### src/rtl/i2c_rd_pkg.sv
package i2c_rd_pkg;

    typedef enum logic [2:0] {
        ST_IDLE,
        ST_ADDR,
        ST_AACK,
        ST_HOLD,
        ST_SEND,
        ST_MACK
    } eng_state_e;

endpackage

### src/rtl/i2c_line_sync.sv
module i2c_line_sync #(
    parameter int STAGES = 2
) (
    input  logic clk,
    input  logic rst_n,
    input  logic scl_in,
    input  logic sda_in,
    output logic sda_lvl,
    output logic scl_rise,
    output logic scl_fall,
    output logic start_det,
    output logic stop_det
);

    // bit 1 = SCL, bit 0 = SDA; idle bus level is high
    logic [STAGES-1:0][1:0] pipe_q;
    logic [1:0]             prev_q;
    logic [1:0]             cur;

    always_ff @(posedge clk or negedge rst_n) begin
        if (!rst_n) begin
            pipe_q[0] <= 2'b11;
        end else begin
            pipe_q[0] <= {scl_in, sda_in};
        end
    end

    for (genvar g = 1; g < STAGES; g++) begin : g_stage
        always_ff @(posedge clk or negedge rst_n) begin
            if (!rst_n) begin
                pipe_q[g] <= 2'b11;
            end else begin
                pipe_q[g] <= pipe_q[g-1];
            end
        end
    end

    assign cur = pipe_q[STAGES-1];

    always_ff @(posedge clk or negedge rst_n) begin
        if (!rst_n) begin
            prev_q <= 2'b11;
        end else begin
            prev_q <= cur;
        end
    end

    assign sda_lvl   = cur[0];
    assign scl_rise  = cur[1] & ~prev_q[1];
    assign scl_fall  = ~cur[1] & prev_q[1];
    assign start_det = cur[1] & prev_q[1] & prev_q[0] & ~cur[0];
    assign stop_det  = cur[1] & prev_q[1] & ~prev_q[0] & cur[0];

endmodule

### src/rtl/i2c_rd_flags.sv
module i2c_rd_flags (
    input  logic clk,
    input  logic rst_n,
    input  logic set_start,
    input  logic set_stop,
    input  logic set_nack,
    input  logic set_read,
    input  logic set_int,
    input  logic clr_int,
    input  logic clr_start,
    input  logic clr_stop,
    input  logic clr_nack,
    output logic f_start,
    output logic f_stop,
    output logic f_nack,
    output logic f_read,
    output logic f_int
);

    // a set from the engine wins over a same-cycle clear
    always_ff @(posedge clk or negedge rst_n) begin
        if (!rst_n) begin
            f_start <= 1'b0;
            f_stop  <= 1'b0;
            f_nack  <= 1'b0;
            f_read  <= 1'b0;
            f_int   <= 1'b0;
        end else begin
            f_start <= set_start | (f_start & ~clr_start);
            f_stop  <= set_stop  | (f_stop  & ~clr_stop);
            f_nack  <= set_nack  | (f_nack  & ~clr_nack);
            f_int   <= set_int   | (f_int   & ~clr_int);
            f_read  <= set_read  | (f_read  & ~set_stop);
        end
    end

endmodule

### src/rtl/i2c_rd_engine.sv
module i2c_rd_engine
    import i2c_rd_pkg::*;
#(
    parameter int                ADDR_W   = 7,
    parameter logic [ADDR_W-1:0] OWN_ADDR = 7'h3A,
    localparam int               BYTE_W   = ADDR_W + 1,
    localparam int               CNT_W    = $clog2(BYTE_W + 1)
) (
    input  logic              clk,
    input  logic              rst_n,
    input  logic              scl_rise,
    input  logic              scl_fall,
    input  logic              sda_lvl,
    input  logic              start_det,
    input  logic              stop_det,
    input  logic              irq_pend,
    input  logic [BYTE_W-1:0] dout,
    output logic              busy,
    output logic              scl_hold,
    output logic              sda_low,
    output logic              set_start,
    output logic              set_stop,
    output logic              set_nack,
    output logic              set_read,
    output logic              set_int
);

    localparam logic [CNT_W-1:0] CNT_FULL = CNT_W'(BYTE_W);
    localparam logic [CNT_W-1:0] CNT_LAST = CNT_W'(BYTE_W - 1);

    eng_state_e        state_q, state_n;
    logic [CNT_W-1:0]  cnt_q, cnt_n;
    logic [BYTE_W-1:0] sh_q, sh_n;
    logic              mack_q, mack_n;
    logic              busy_q, busy_n;
    logic              eng_q, eng_n;

    // next state and event pulses
    always_comb begin
        state_n   = state_q;
        cnt_n     = cnt_q;
        sh_n      = sh_q;
        mack_n    = mack_q;
        busy_n    = busy_q;
        eng_n     = eng_q;
        set_start = 1'b0;
        set_stop  = 1'b0;
        set_nack  = 1'b0;
        set_read  = 1'b0;
        set_int   = 1'b0;
        if (stop_det) begin
            state_n = ST_IDLE;
            busy_n  = 1'b0;
            eng_n   = 1'b0;
            if (eng_q) begin
                set_stop = 1'b1;
                set_int  = 1'b1;
            end
        end else if (start_det) begin
            state_n   = ST_ADDR;
            cnt_n     = '0;
            set_start = 1'b1;
        end else begin
            unique case (state_q)
                ST_IDLE: ;
                ST_ADDR: begin
                    if (scl_rise && cnt_q < CNT_FULL) begin
                        sh_n  = {sh_q[BYTE_W-2:0], sda_lvl};
                        cnt_n = cnt_q + 1'b1;
                    end else if (scl_fall && cnt_q == CNT_FULL) begin
                        if (sh_q[BYTE_W-1:1] == OWN_ADDR && sh_q[0] && !busy_q) begin
                            state_n = ST_AACK;
                        end else begin
                            state_n = ST_IDLE;
                        end
                    end
                end
                ST_AACK: begin
                    if (scl_fall) begin
                        state_n  = ST_HOLD;
                        set_int  = 1'b1;
                        set_read = 1'b1;
                        busy_n   = 1'b1;
                        eng_n    = 1'b1;
                    end
                end
                ST_HOLD: begin
                    if (!irq_pend) begin
                        state_n = ST_SEND;
                        sh_n    = dout;
                        cnt_n   = '0;
                    end
                end
                ST_SEND: begin
                    if (scl_fall) begin
                        sh_n = {sh_q[BYTE_W-2:0], 1'b1};
                        if (cnt_q == CNT_LAST) begin
                            state_n = ST_MACK;
                            cnt_n   = '0;
                        end else begin
                            cnt_n = cnt_q + 1'b1;
                        end
                    end
                end
                ST_MACK: begin
                    if (scl_rise) begin
                        mack_n = sda_lvl;
                    end else if (scl_fall) begin
                        set_int = 1'b1;
                        if (!mack_q) begin
                            state_n = ST_HOLD;
                        end else begin
                            state_n  = ST_IDLE;
                            set_nack = 1'b1;
                            busy_n   = 1'b0;
                        end
                    end
                end
            endcase
        end
    end

    // state register
    always_ff @(posedge clk or negedge rst_n) begin
        if (!rst_n) begin
            state_q <= ST_IDLE;
            cnt_q   <= '0;
            sh_q    <= '0;
            mack_q  <= 1'b1;
            busy_q  <= 1'b0;
            eng_q   <= 1'b0;
        end else begin
            state_q <= state_n;
            cnt_q   <= cnt_n;
            sh_q    <= sh_n;
            mack_q  <= mack_n;
            busy_q  <= busy_n;
            eng_q   <= eng_n;
        end
    end

    // line drivers
    always_comb begin
        scl_hold = 1'b0;
        sda_low  = 1'b0;
        unique case (state_q)
            ST_IDLE: ;
            ST_ADDR: ;
            ST_AACK: sda_low = 1'b1;
            ST_HOLD: begin
                scl_hold = 1'b1;
                sda_low  = ~dout[BYTE_W-1];
            end
            ST_SEND: sda_low = ~sh_q[BYTE_W-1];
            ST_MACK: ;
        endcase
    end

    assign busy = busy_q;

endmodule

### src/rtl/i2c_rd_slave.sv
module i2c_rd_slave #(
    parameter int                ADDR_W      = 7,
    parameter logic [ADDR_W-1:0] OWN_ADDR    = 7'h3A,
    parameter int                SYNC_STAGES = 2,
    localparam int               BYTE_W      = ADDR_W + 1
) (
    input  logic              clk,
    input  logic              rst_n,
    input  logic              scl_i,
    input  logic              sda_i,
    output logic              scl_oe,
    output logic              sda_oe,
    input  logic              dout_wr,
    input  logic [BYTE_W-1:0] dout_data,
    input  logic              clr_int,
    input  logic              clr_start,
    input  logic              clr_stop,
    input  logic              clr_nack,
    output logic              irq,
    output logic              stat_start,
    output logic              stat_stop,
    output logic              stat_nack,
    output logic              stat_read,
    output logic              stat_busy
);

    logic              sda_lvl, scl_rise, scl_fall, start_det, stop_det;
    logic              set_start, set_stop, set_nack, set_read, set_int;
    logic [BYTE_W-1:0] dout_q;

    always_ff @(posedge clk or negedge rst_n) begin
        if (!rst_n) begin
            dout_q <= '1;
        end else if (dout_wr) begin
            dout_q <= dout_data;
        end
    end

    i2c_line_sync #(.STAGES(SYNC_STAGES)) u_sync (
        .clk       (clk),
        .rst_n     (rst_n),
        .scl_in    (scl_i),
        .sda_in    (sda_i),
        .sda_lvl   (sda_lvl),
        .scl_rise  (scl_rise),
        .scl_fall  (scl_fall),
        .start_det (start_det),
        .stop_det  (stop_det)
    );

    i2c_rd_engine #(.ADDR_W(ADDR_W), .OWN_ADDR(OWN_ADDR)) u_eng (
        .clk       (clk),
        .rst_n     (rst_n),
        .scl_rise  (scl_rise),
        .scl_fall  (scl_fall),
        .sda_lvl   (sda_lvl),
        .start_det (start_det),
        .stop_det  (stop_det),
        .irq_pend  (irq),
        .dout      (dout_q),
        .busy      (stat_busy),
        .scl_hold  (scl_oe),
        .sda_low   (sda_oe),
        .set_start (set_start),
        .set_stop  (set_stop),
        .set_nack  (set_nack),
        .set_read  (set_read),
        .set_int   (set_int)
    );

    i2c_rd_flags u_flags (
        .clk       (clk),
        .rst_n     (rst_n),
        .set_start (set_start),
        .set_stop  (set_stop),
        .set_nack  (set_nack),
        .set_read  (set_read),
        .set_int   (set_int),
        .clr_int   (clr_int),
        .clr_start (clr_start),
        .clr_stop  (clr_stop),
        .clr_nack  (clr_nack),
        .f_start   (stat_start),
        .f_stop    (stat_stop),
        .f_nack    (stat_nack),
        .f_read    (stat_read),
        .f_int     (irq)
    );

endmodule

### config.mk
export PLATFORM = sky130hd
export DESIGN_NAME = i2c_rd_slave
export DESIGN_NICKNAME = d
export VERILOG_FILES = /design/src/rtl/i2c_rd_pkg.sv /design/src/rtl/i2c_line_sync.sv /design/src/rtl/i2c_rd_flags.sv /design/src/rtl/i2c_rd_engine.sv /design/src/rtl/i2c_rd_slave.sv
export SDC_FILE = /design/constraint.sdc
export NUM_CORES = 1
export LEC_CHECK = 0
export BUFFER_PORTS_ARGS = -buffer_cell sky130_fd_sc_hd__clkbuf_2
export CORE_MARGIN = 1.5
export CORE_UTILIZATION = 42
export CTS_BUF_LIST = sky130_fd_sc_hd__clkbuf_2 sky130_fd_sc_hd__clkbuf_4 sky130_fd_sc_hd__clkbuf_8
export DETAILED_ROUTE_END_ITERATION = 7
export HOLD_SLACK_MARGIN = 0.08
export SYNTH_ARGS = -nofsm -noshare
export SYNTH_HDL_FRONTEND = slang
export SYNTH_SLANG_ARGS = --single-unit
### constraint.sdc
create_clock -name clk -period 2.6 [get_ports clk]
set_input_delay 0.13 -clock clk [delete_from_list [all_inputs] [get_ports clk]]
set_output_delay 0.13 -clock clk [all_outputs]
set_load 0.01 [all_outputs]
==> out/metrics.cfg, run 1 <==
[routing]
routed_via_density = 5.42
drt-total-wl_um = 3960
firstDrtPassIters = 4
final_antenna_net_count = 0
dr.first_iter.drc_count = 123
route.vias.total = 1490
routedWlPerCell_um = 14.4
drc = 0

[synth]
netlist_instances = 180
synth_edf_count = 0
async_flop_share_pct = 100
ys_ff_latch = 37
synth_top_cell_area_share_pct = 29.9
yosysMostFrequentCell = nand2_1
synth_warnings = 0
synth_commonest_cells = 26 x nand2_1, 22 x dfrtp_1, 17 x nor2_1
syn_nets = 199
synth_flop_cell = dfrtp_1
syn_area_sq_mm = 0.00184
synth.distinct_cells = 44
syn_area_per_cell_sq_um = 10.2
synth_top_area_cell = dfrtp_1
yosysSeqAreaShare_pct = 51.3
ys_top_cells_by_area = dfrtp_1 30%, dfstp_2 21%, mux2_2 6.1%

[job]
max-cap-violations = 0

[clocking]
cts_max_level = 2
clk_pin_slew_worst_paths_ps = 70
clock-sinks = 37
clock_path_buffers = 2
cts_resized = 0
cts_made_buffers = 5
cts_tree = yes
worstSkewPairLatency_ps = 290
cts_root_buf = clkbuf_8
cts_setup_buffers = 0
ctsHoldBuffers = 15

[grt]
overflow = 0
antenna_found_initial = 0
grt_pass1_wl_um = 6800
grt_pass1_vias = 1450
grt_usage_pct = 17.6
grt_max_degree = 38

[floorplanning]
start_util_pct = 44.8
die_y_um = 69.2
dieArea_sq_mm = 0.00479
fp-row-count = 23
die_x_um = 69.2
core_area_sq_mm = 0.00412
io_pins = 25

[sta]
fin_crit_ps = 2220
slew_headroom_pct = 40.3
fmax_mhz = 450
tightest_slew_ps = 895
hold_violations = 0
finClkSkew_ps = 7.52
setup_violations = 0
rsz0062_at_grt = no
maxSlewViolCount = 0
fin_setup_tns_ps = 0
fin_crit_sh_pct = 85.6

[critical_path]
critical_path_class = reg -> reg
start_kind = flip-flop
critPathCaptureType = flip-flop
arrival_ps = 2460
required_ps = 2830
critPathMaxFanout = 9

[layout]
fin_nets = 243
final_core_utilization_pct = 55.0
diodes = 0
syn_to_final_growth_pct = 22.8
drive_gt1_share_pct = 30.7

[placement]
hpwl_um = 2820
globalplace.congestion = 0.865
port-buffer-count = 24

[power]
vdd.ir_drop.worst_v = 0.000397
power_density_mw_per_mm2 = 921
p_leak_nw = 1.02

[min_path]
hold_class = in -> reg

[run_status]
status = completed

[worst paths after layout]
path	startpoint	to	slack, ps	depth (start not counted)
setup / recovery	u_sync.cur[1]$_DFF_PN1_	u_eng.cnt_q[3]$_DFFE_PN0P_	380	5
hold / removal	dout_wr	dout_q[4]$_DFFE_PN1P_	260	2
setup reg to reg	u_sync.cur[1]$_DFF_PN1_	u_eng.cnt_q[3]$_DFFE_PN0P_	380	5
hold reg to reg	u_sync.pipe_q[1]$_DFF_PN1_	u_sync.cur[1]$_DFF_PN1_	360	0
max in group asynchronous	rst_n	u_eng.cnt_q[3]$_DFFE_PN0P_	1550	2
min in group asynchronous	rst_n	u_eng.sh_q[5]$_DFFE_PN0P_	490	2
[critical path, cell delays in order, from the launching register on]
cell	delay [ps]
dfstp_2	600
or3b_1	410
o311a_4	360
nor4_1	460
o21ai_1	130
a21bo_2	210
[cells by family (layout without fill, tap and decap cells)]
group / after synthesis / count (layout) / share of synthesized area, %
fa+ha+maj: 2 / 2 / 1.36
xor+xnor: 1 / 1 / 0.476
compound gates: 41 / 41 / 16.6
simple gates: 72 / 72 / 20.1
buf+inv: 17 / 62 / 4.01
flops: 37 / 37 / 51.3
mux: 10 / 10 / 6.11
[power breakdown]
part | switching (W) | internal (W)
clock network | 0.000201 | 0.000196
logic | 0.000453 | 0.000380
registers | 0.000126 | 0.000729
[layout make-up]
class	count	area, sq um
well taps	50	62.6
repair buffers	44	308
clock inverters	2	10.0
fillers	371	1850
inverters	10	37.5
clock buffers	6	76.3
flip-flops and latches	37	945
multi-input cells	126	823
[cell usage in the layout (no fill, tap or decap), types with 2 or more instances in the layout]
| master | count |
|---|---|
| mux2_2 | 10 |
| nand3_1 | 4 |
| nor2_1 | 17 |
| nand2_1 | 26 |
| clkbuf_8 | 5 |
| a31oi_2 | 2 |
| nor3b_1 | 2 |
| a21o_1 | 2 |
| o22ai_1 | 2 |
| a22o_1 | 2 |
| nor2b_1 | 6 |
| o311ai_0 | 3 |
| a31oi_1 | 6 |
| dfstp_2 | 15 |
| nand4_1 | 2 |
| nand2b_1 | 2 |
| a21oi_1 | 8 |
| nand3b_1 | 4 |
| dlygate4sd3_1 | 15 |
| ha_1 | 2 |
| o21ai_0 | 5 |
| or3b_1 | 2 |
| clkinv_2 | 2 |
| inv_1 | 9 |
| clkbuf_2 | 24 |
| a22oi_1 | 2 |
| buf_4 | 5 |
| dfrtp_1 | 22 |
[per-stage QoR]
step	cell area [sq um]	std cells	setup slack, ps	hold WS [ps]	power, W
floorplan	1840	180	625	-166	0.00145
global placement	2030	252	569	219	0.00164
detailed placement	2030	252	362	220	0.00167
CTS	2260	275	352	247	0.00209
global route	2260	275	297	254	0.00222
finish	2260	275	376	257	0.00208
[flip-flops by register name, summed over array words and instances (netlist names)]
name and count:
u_eng.busy 1, u_flags.f_start 1, u_eng.eng_q 1, u_eng.mack_q 1, u_flags.f_nack 1, u_flags.f_stop 1
u_flags.f_read 1, u_eng.state_q 3, u_eng.sh_q 8, u_sync.prev_q 2, u_sync.cur 2, u_flags.f_int 1
u_eng.cnt_q 4, u_sync.pipe_q 2, dout_q 8
[layer usage]
layer / vias up / wire length, um / GRT usage [%]
li1: 722 / - / -
met1: 722 / 1870 / 23.8
met4: 0 / 47 / 5.23
met2: 39 / 1850 / 27.5
met3: 7 / 183 / 5.38
met5: - / 0 / 0
Power figures use the tool's default switching activity.
==> run 2: changes to the inputs <==
--- a/config.mk
+++ b/config.mk
@@ -6,7 +6,7 @@
 export NUM_CORES = 1
 export LEC_CHECK = 0
 export BUFFER_PORTS_ARGS = -buffer_cell sky130_fd_sc_hd__clkbuf_2
-export CORE_MARGIN = 1.5
+export CORE_MARGIN = 4
 export CORE_UTILIZATION = 42
 export CTS_BUF_LIST = sky130_fd_sc_hd__clkbuf_2 sky130_fd_sc_hd__clkbuf_4 sky130_fd_sc_hd__clkbuf_8
 export DETAILED_ROUTE_END_ITERATION = 7
==> constraint.sdc (replaced) <==
create_clock -name clk -period 2.1 [get_ports clk]
set_input_delay 0.105 -clock clk [delete_from_list [all_inputs] [get_ports clk]]
set_output_delay 0.105 -clock clk [all_outputs]
set_load 0.01 [all_outputs]
==> out/metrics.cfg, run 2 (synthesized netlist as in run 1, its figures left out) <==
[sta]
slew_headroom_pct = 39.0  ; -1.3 points
setup_violations = 0  ; unchanged
fin_setup_tns_ps = 0  ; unchanged
fmax_mhz = 498  ; +11%
fin_crit_ps = 2010  ; -218 ps
rsz0062_at_grt = yes
hold_violations = 0  ; unchanged
fin_crit_sh_pct = 95.5  ; +10 points
tightest_slew_ps = 914  ; +19.0 ps
maxSlewViolCount = 0  ; unchanged
finClkSkew_ps = 7.75  ; +0.231 ps

[floorplanning]
core_area_sq_mm = 0.00412  ; unchanged
dieArea_sq_mm = 0.00551  ; +15%
die_y_um = 74.2  ; +7.2%
start_util_pct = 44.8  ; unchanged
fp-row-count = 23  ; unchanged
die_x_um = 74.2  ; +7.2%
io_pins = 25  ; unchanged

[routing]
dr.first_iter.drc_count = 120  ; -2.4%
drt-total-wl_um = 4070  ; +2.8%
routed_via_density = 5.42  ; about the same
routedWlPerCell_um = 14.6  ; +1.3%
drc = 0  ; unchanged
firstDrtPassIters = 4  ; unchanged
route.vias.total = 1513  ; +1.5%
final_antenna_net_count = 0  ; unchanged

[layout]
drive_gt1_share_pct = 32.8  ; +2.1 points
final_common_cell = nand2_1
fin_nets = 247  ; +1.6%
final_cell_mix = 26 x nand2_1, 24 x clkbuf_2, 22 x dfrtp_1
reg.largest.list = dout_q: 8 flops, u_eng.sh_q: 8 flops, u_eng.cnt_q: 4 flops
syn_to_final_growth_pct = 28.5
diodes = 0  ; unchanged

[clocking]
cts_made_buffers = 5  ; unchanged
cts_setup_buffers = 0  ; unchanged
clock_path_buffers = 2  ; unchanged
worstSkewPairLatency_ps = 290  ; about the same
clock-sinks = 37  ; unchanged
cts_root_buf = clkbuf_8
clk_pin_slew_worst_paths_ps = 70  ; about the same
cts_tree = yes
cts_max_level = 2  ; unchanged

[min_path]
min_from = dout_wr
hold_class = in -> reg

[critical_path]
critPathCaptureType = flip-flop
regToRegSetupSlack_ps = 90  ; -280 ps
required_ps = 2270  ; -560 ps
crit_start = u_sync.prev_q[1]$_DFF_PN1_
start_kind = flip-flop
critical_path_class = reg -> reg
arrival_ps = 2170  ; -290 ps
r2r_start = u_sync.prev_q[1]$_DFF_PN1_
critPathMaxFanout = 9  ; unchanged

[grt]
grt_pass1_wl_um = 7190  ; +5.7%
grt_usage_pct = 17.0  ; -0.62 points
antenna_found_initial = 0  ; unchanged
overflow = 0  ; unchanged
grt_max_degree = 38  ; unchanged
grt_pass1_vias = 1491  ; +2.8%

[run_status]
status = completed

[power]
p_leak_nw = 1.06  ; +4.2%
vdd.ir_drop.worst_v = 0.000515  ; +30%
power_w = 0.00286  ; +37%
power_density_mw_per_mm2 = 1210  ; +31%

[placement]
globalplace.congestion = 0.965  ; +12%
hpwl_um = 2910  ; +3.2%
port-buffer-count = 24  ; unchanged

[job]
max-cap-violations = 0  ; unchanged

run 2: critical path, cell delays in order (launching register included):
cell and delay (ps):
dfstp_2 590, or3b_2 460, a22o_1 240, a211oi_4 250, o311ai_0 180, nor3b_1 170
run 2: metal layers:
metal / up-vias / track usage, % / part of all wire, %
li1: 734 / - / -
met1: 735 / 23.3 / 44
met2: 37 / 27.1 / 49
met3: 7 / 3.65 / 5.0
met4: 0 / 5.34 / 1.4
met5: - / 0 / 0
run 2: final cells by class:
cell class	count	area (sq um)
clock buffers	7	90.1
clock inverters	1	30.0
fillers	374	1750
inverters	10	37.5
multi-input cells	126	852
flip-flops and latches	37	945
well taps	50	62.6
repair buffers	48	350
run 2: per-stage QoR:
| stage | area [sq um] | instances | hold slack [ps] | util, % | setup WS, ps |
|---|---|---|---|---|---|
| 6_report | 2370 | 279 | 222 | 57.5 | 93.6 |
| 5_1_grt | 2370 | 279 | 238 | 57.5 | 4.95 |
| 4_1_cts | 2340 | 279 | 221 | 57.0 | 18.9 |
| 3_5_place_dp | 2070 | 256 | 194 | 50.3 | 5.69 |
| 3_3_place_gp | 2070 | 256 | 193 | 50.3 | 117 |
| 2_1_floorplan | 1840 | 180 | -191 | - | 125 |
run 2: what timing repair did:
| action | CTS | global route |
|---|---|---|
| endpoints found under the hold margin | 36 | 0 |
| pin swaps | 0 | 1 |
| hold buffers | 15 | 0 |
| resized for setup | 1 | 3 |
| setup endpoints to repair | 1 | 2 |
run 2: report_power, final:
part | internal, W | total (W) | switching (W)
Sequential | 0.000902 | 0.00104 | 0.000137
Combinational | 0.000544 | 0.00117 | 0.000627
Clock | 0.000400 | 0.000645 | 0.000245
Total | 0.00185 | 0.00286 | 0.00101
run 2: path summary, 6_finish.rpt:
kind,to,cells past startpoint
hold / removal,dout_q[0]$_DFFE_PN1P_,2
setup / recovery,u_eng.state_q[0]$_DFFE_PN0P_,5
hold reg to reg,u_sync.cur[1]$_DFF_PN1_,0
min in group asynchronous,u_eng.sh_q[5]$_DFFE_PN0P_,2
setup reg to reg,u_eng.state_q[0]$_DFFE_PN0P_,5
max in group asynchronous,u_eng.cnt_q[1]$_DFFE_PN0P_,2
==> run 3: changes to the inputs <==
--- a/config.mk
+++ b/config.mk
@@ -13,4 +13,5 @@
 export HOLD_SLACK_MARGIN = 0.08
 export SYNTH_ARGS = -nofsm -noshare
 export SYNTH_HDL_FRONTEND = slang
+export SYNTH_HIERARCHICAL = 1
 export SYNTH_SLANG_ARGS = --single-unit
==> out/metrics.cfg, run 3 <==
[clocking]
worstSkewPairLatency_ps = 280  ; about the same
cts_setup_buffers = 0  ; unchanged
cts_root_buf = clkbuf_8
cts_made_buffers = 5  ; unchanged
clk_pin_slew_worst_paths_ps = 70  ; about the same
clock-sinks = 37  ; unchanged
cts_tree = yes
clock_path_buffers = 2  ; unchanged
cts_max_level = 2  ; unchanged

[critical_path]
required_ps = 2250  ; -20 ps
start_kind = flip-flop
critPathMaxFanout = 4  ; -5
critPathCaptureType = flip-flop
path_buf_inv = 1  ; +1
max_stage_delay_ps = 540  ; -50 ps
arrival_ps = 2120  ; -50 ps
slowest_stage = dfstp_2
critical_path_class = reg -> reg
cp_top_family = flip-flops
crit_chain = nor2b_2 > nor2b_1 > o22ai_2 > a211oi_2 > buf_4 > mux2i_1 > a21oi_1

[sta]
fin_crit_ps = 1970  ; -38.6 ps
fin_setup_tns_ps = 0  ; unchanged
fmax_mhz = 508  ; +2.0%
setup_violations = 0  ; unchanged
whs_ps = 301  ; +79.0 ps
hold_violations = 0  ; unchanged
maxSlewViolCount = 0  ; unchanged
finClkSkew_ps = 6.66  ; -1.09 ps
fin_crit_sh_pct = 93.7  ; -1.8 points
rsz0062_at_grt = no
tightest_slew_ps = 893  ; -21.6 ps
slew_headroom_pct = 40.5  ; +1.4 points

[run_status]
status = completed

[layout]
reg.largest.list = dout_q: 8 flops, u_eng/sh_q: 8 flops, u_eng/cnt_q: 4 flops
fillers = 372  ; -0.53%
diodes = 0  ; unchanged
final_common_cell = clkbuf_2
final_cell_mix = 24 x clkbuf_2, 21 x dfrtp_1, 16 x nand2_1
drive_gt1_share_pct = 33.0  ; +0.28 points
fin_nets = 242  ; -2.0%
final_cells = 276  ; -1.1%
syn_to_final_growth_pct = 25.1
final_area_sq_mm = 0.00237  ; about the same

[power]
vdd.ir_drop.worst_v = 0.000477  ; -7.5%
power_density_mw_per_mm2 = 860  ; -29%
p_leak_nw = 1.17  ; +10%

[synth]
syn_area_per_cell_sq_um = 10.7  ; +5.0%
yosysMostFrequentCell = dfrtp_1
synth.distinct_cells = 44  ; unchanged
syn_nets = 195  ; -2.0%
synth_edf_count = 0  ; unchanged
synth_flop_cell = dfrtp_1
ys_top_cells_by_area = dfrtp_1 29%, dfstp_2 21%, mux2_4 6.4%
netlist_instances = 176  ; -2.2%
synth_warnings = 6  ; +6
ys_ff_latch = 37  ; unchanged
synth_top_area_cell = dfrtp_1
synth_commonest_cells = 22 x dfrtp_1, 16 x nand2_1, 15 x dfstp_2, 15 x inv_1, 15 x nor2_1
async_flop_share_pct = 100  ; unchanged
yosysSeqAreaShare_pct = 50.0  ; -1.3 points
synth_top_cell_area_share_pct = 29.1  ; -0.77 points
syn_area_sq_mm = 0.00189  ; +2.6%

[placement]
globalplace.congestion = 0.906  ; -6.1%
dp.cells = 253  ; -1.2%
dpl_cell_area_sq_mm = 0.00209  ; +1.1%
port-buffer-count = 24  ; unchanged
hpwl_um = 2760  ; -5.1%

[routing]
drc = 0  ; unchanged
routedWlPerCell_um = 13.9  ; -4.5%
routed_via_density = 5.27  ; -2.8%
route.vias.total = 1455  ; -3.8%
firstDrtPassIters = 4  ; unchanged
dr.first_iter.drc_count = 119  ; -0.83%
drt-total-wl_um = 3840  ; -5.5%
final_antenna_net_count = 0  ; unchanged

[grt]
grt_usage_pct = 15.6  ; -1.4 points
antenna_found_initial = 0  ; unchanged
grt_pass1_wl_um = 6690  ; -6.9%
grt_max_degree = 38  ; unchanged
grt_pass1_vias = 1448  ; -2.9%
overflow = 0  ; unchanged

[floorplanning]
io_pins = 25  ; unchanged
start_util_pct = 43.4  ; -1.3 points
die_y_um = 75.1  ; +1.2%
fp-row-count = 24  ; +4.3%
core_area_sq_mm = 0.00435  ; +5.8%
dieArea_sq_mm = 0.00564  ; +2.4%
die_x_um = 75.1  ; +1.2%

[job]
max-cap-violations = 0  ; unchanged

[min_path]
hold_class = in -> reg

run 3: layout make-up:
| class | instances | area, sq um | area share [%] |
|---|---|---|---|
| inverters | 15 | 56.3 | 2.38 |
| clock buffers | 7 | 90.1 | 3.81 |
| repair buffers | 47 | 343 | 14.5 |
| clock inverters | 1 | 30.0 | 1.27 |
| multi-input cells | 117 | 836 | 35.3 |
| well taps | 52 | 65.1 | 2.75 |
| flip-flops and latches | 37 | 946 | 40.0 |
run 3: worst paths after layout:
kind	from	to	slack, ps	cells past startpoint
setup / recovery	u_sync/prev_q[1]$_DFF_PN1_	u_eng/state_q[0]$_DFFE_PN0P_	130	7
hold / removal	dout_wr	dout_q[4]$_DFFE_PN1P_	300	2
setup reg to reg	u_sync/prev_q[1]$_DFF_PN1_	u_eng/state_q[0]$_DFFE_PN0P_	130	7
hold reg to reg	u_sync/pipe_q[1]$_DFF_PN1_	u_sync/cur[1]$_DFF_PN1_	360	0
max in group asynchronous	rst_n	u_eng/state_q[0]$_DFFE_PN0P_	1010	2
min in group asynchronous	rst_n	u_eng/state_q[2]$_DFFE_PN0P_	480	2
run 3: cells by family after synthesis:
kind of cell               share of synthesized area [%]
AOI/OAI and AO/OA                                   15.6
xor gates and xnor gates                           0.463
adders and majority gates                           1.32
buffers and inverters                               5.96
DFF                                                 50.0
muxes                                               10.7
and+or+nand+nor                                     16.0
run 3: timing repair:
| item | CTS | global route |
|---|---|---|
| endpoints found under the hold margin | 36 | 0 |
| resized for setup | 0 | 2 |
| hold buffers | 15 | 0 |
| endpoints found under the setup margin | 0 | 5 |
run 3: per-layer routing:
| metal | up-vias | global-route usage [%] | routed length, um |
|---|---|---|---|
| li1 | 711 | - | - |
| met1 | 691 | 20.6 | 1680 |
| met2 | 41 | 24.2 | 1850 |
| met3 | 12 | 3.60 | 218 |
| met4 | 0 | 7.51 | 92 |
| met5 | - | 0 | 0 |
run 3: metrics by stage:
stage	utilization, %	total power, W	setup slack [ps]
2_1_floorplan	-	0.00126	31.4
3_3_place_gp	48.0	0.00137	146
3_5_place_dp	48.0	0.00139	91.7
4_1_cts	54.3	0.00206	74.0
5_1_grt	54.3	0.00217	10.3
6_report	54.3	0.00203	132
run 3: power breakdown:
| group | internal [W] | total, W | switching, W | leakage [nW] |
|---|---|---|---|---|
| Sequential | 0.000853 | 0.000980 | 0.000127 | 0.425 |
| Clock | 0.000400 | 0.000635 | 0.000235 | 0.0619 |
| Combinational | 0.000216 | 0.000419 | 0.000203 | 0.682 |
| Total | 0.00147 | 0.00203 | 0.000565 | 1.17 |
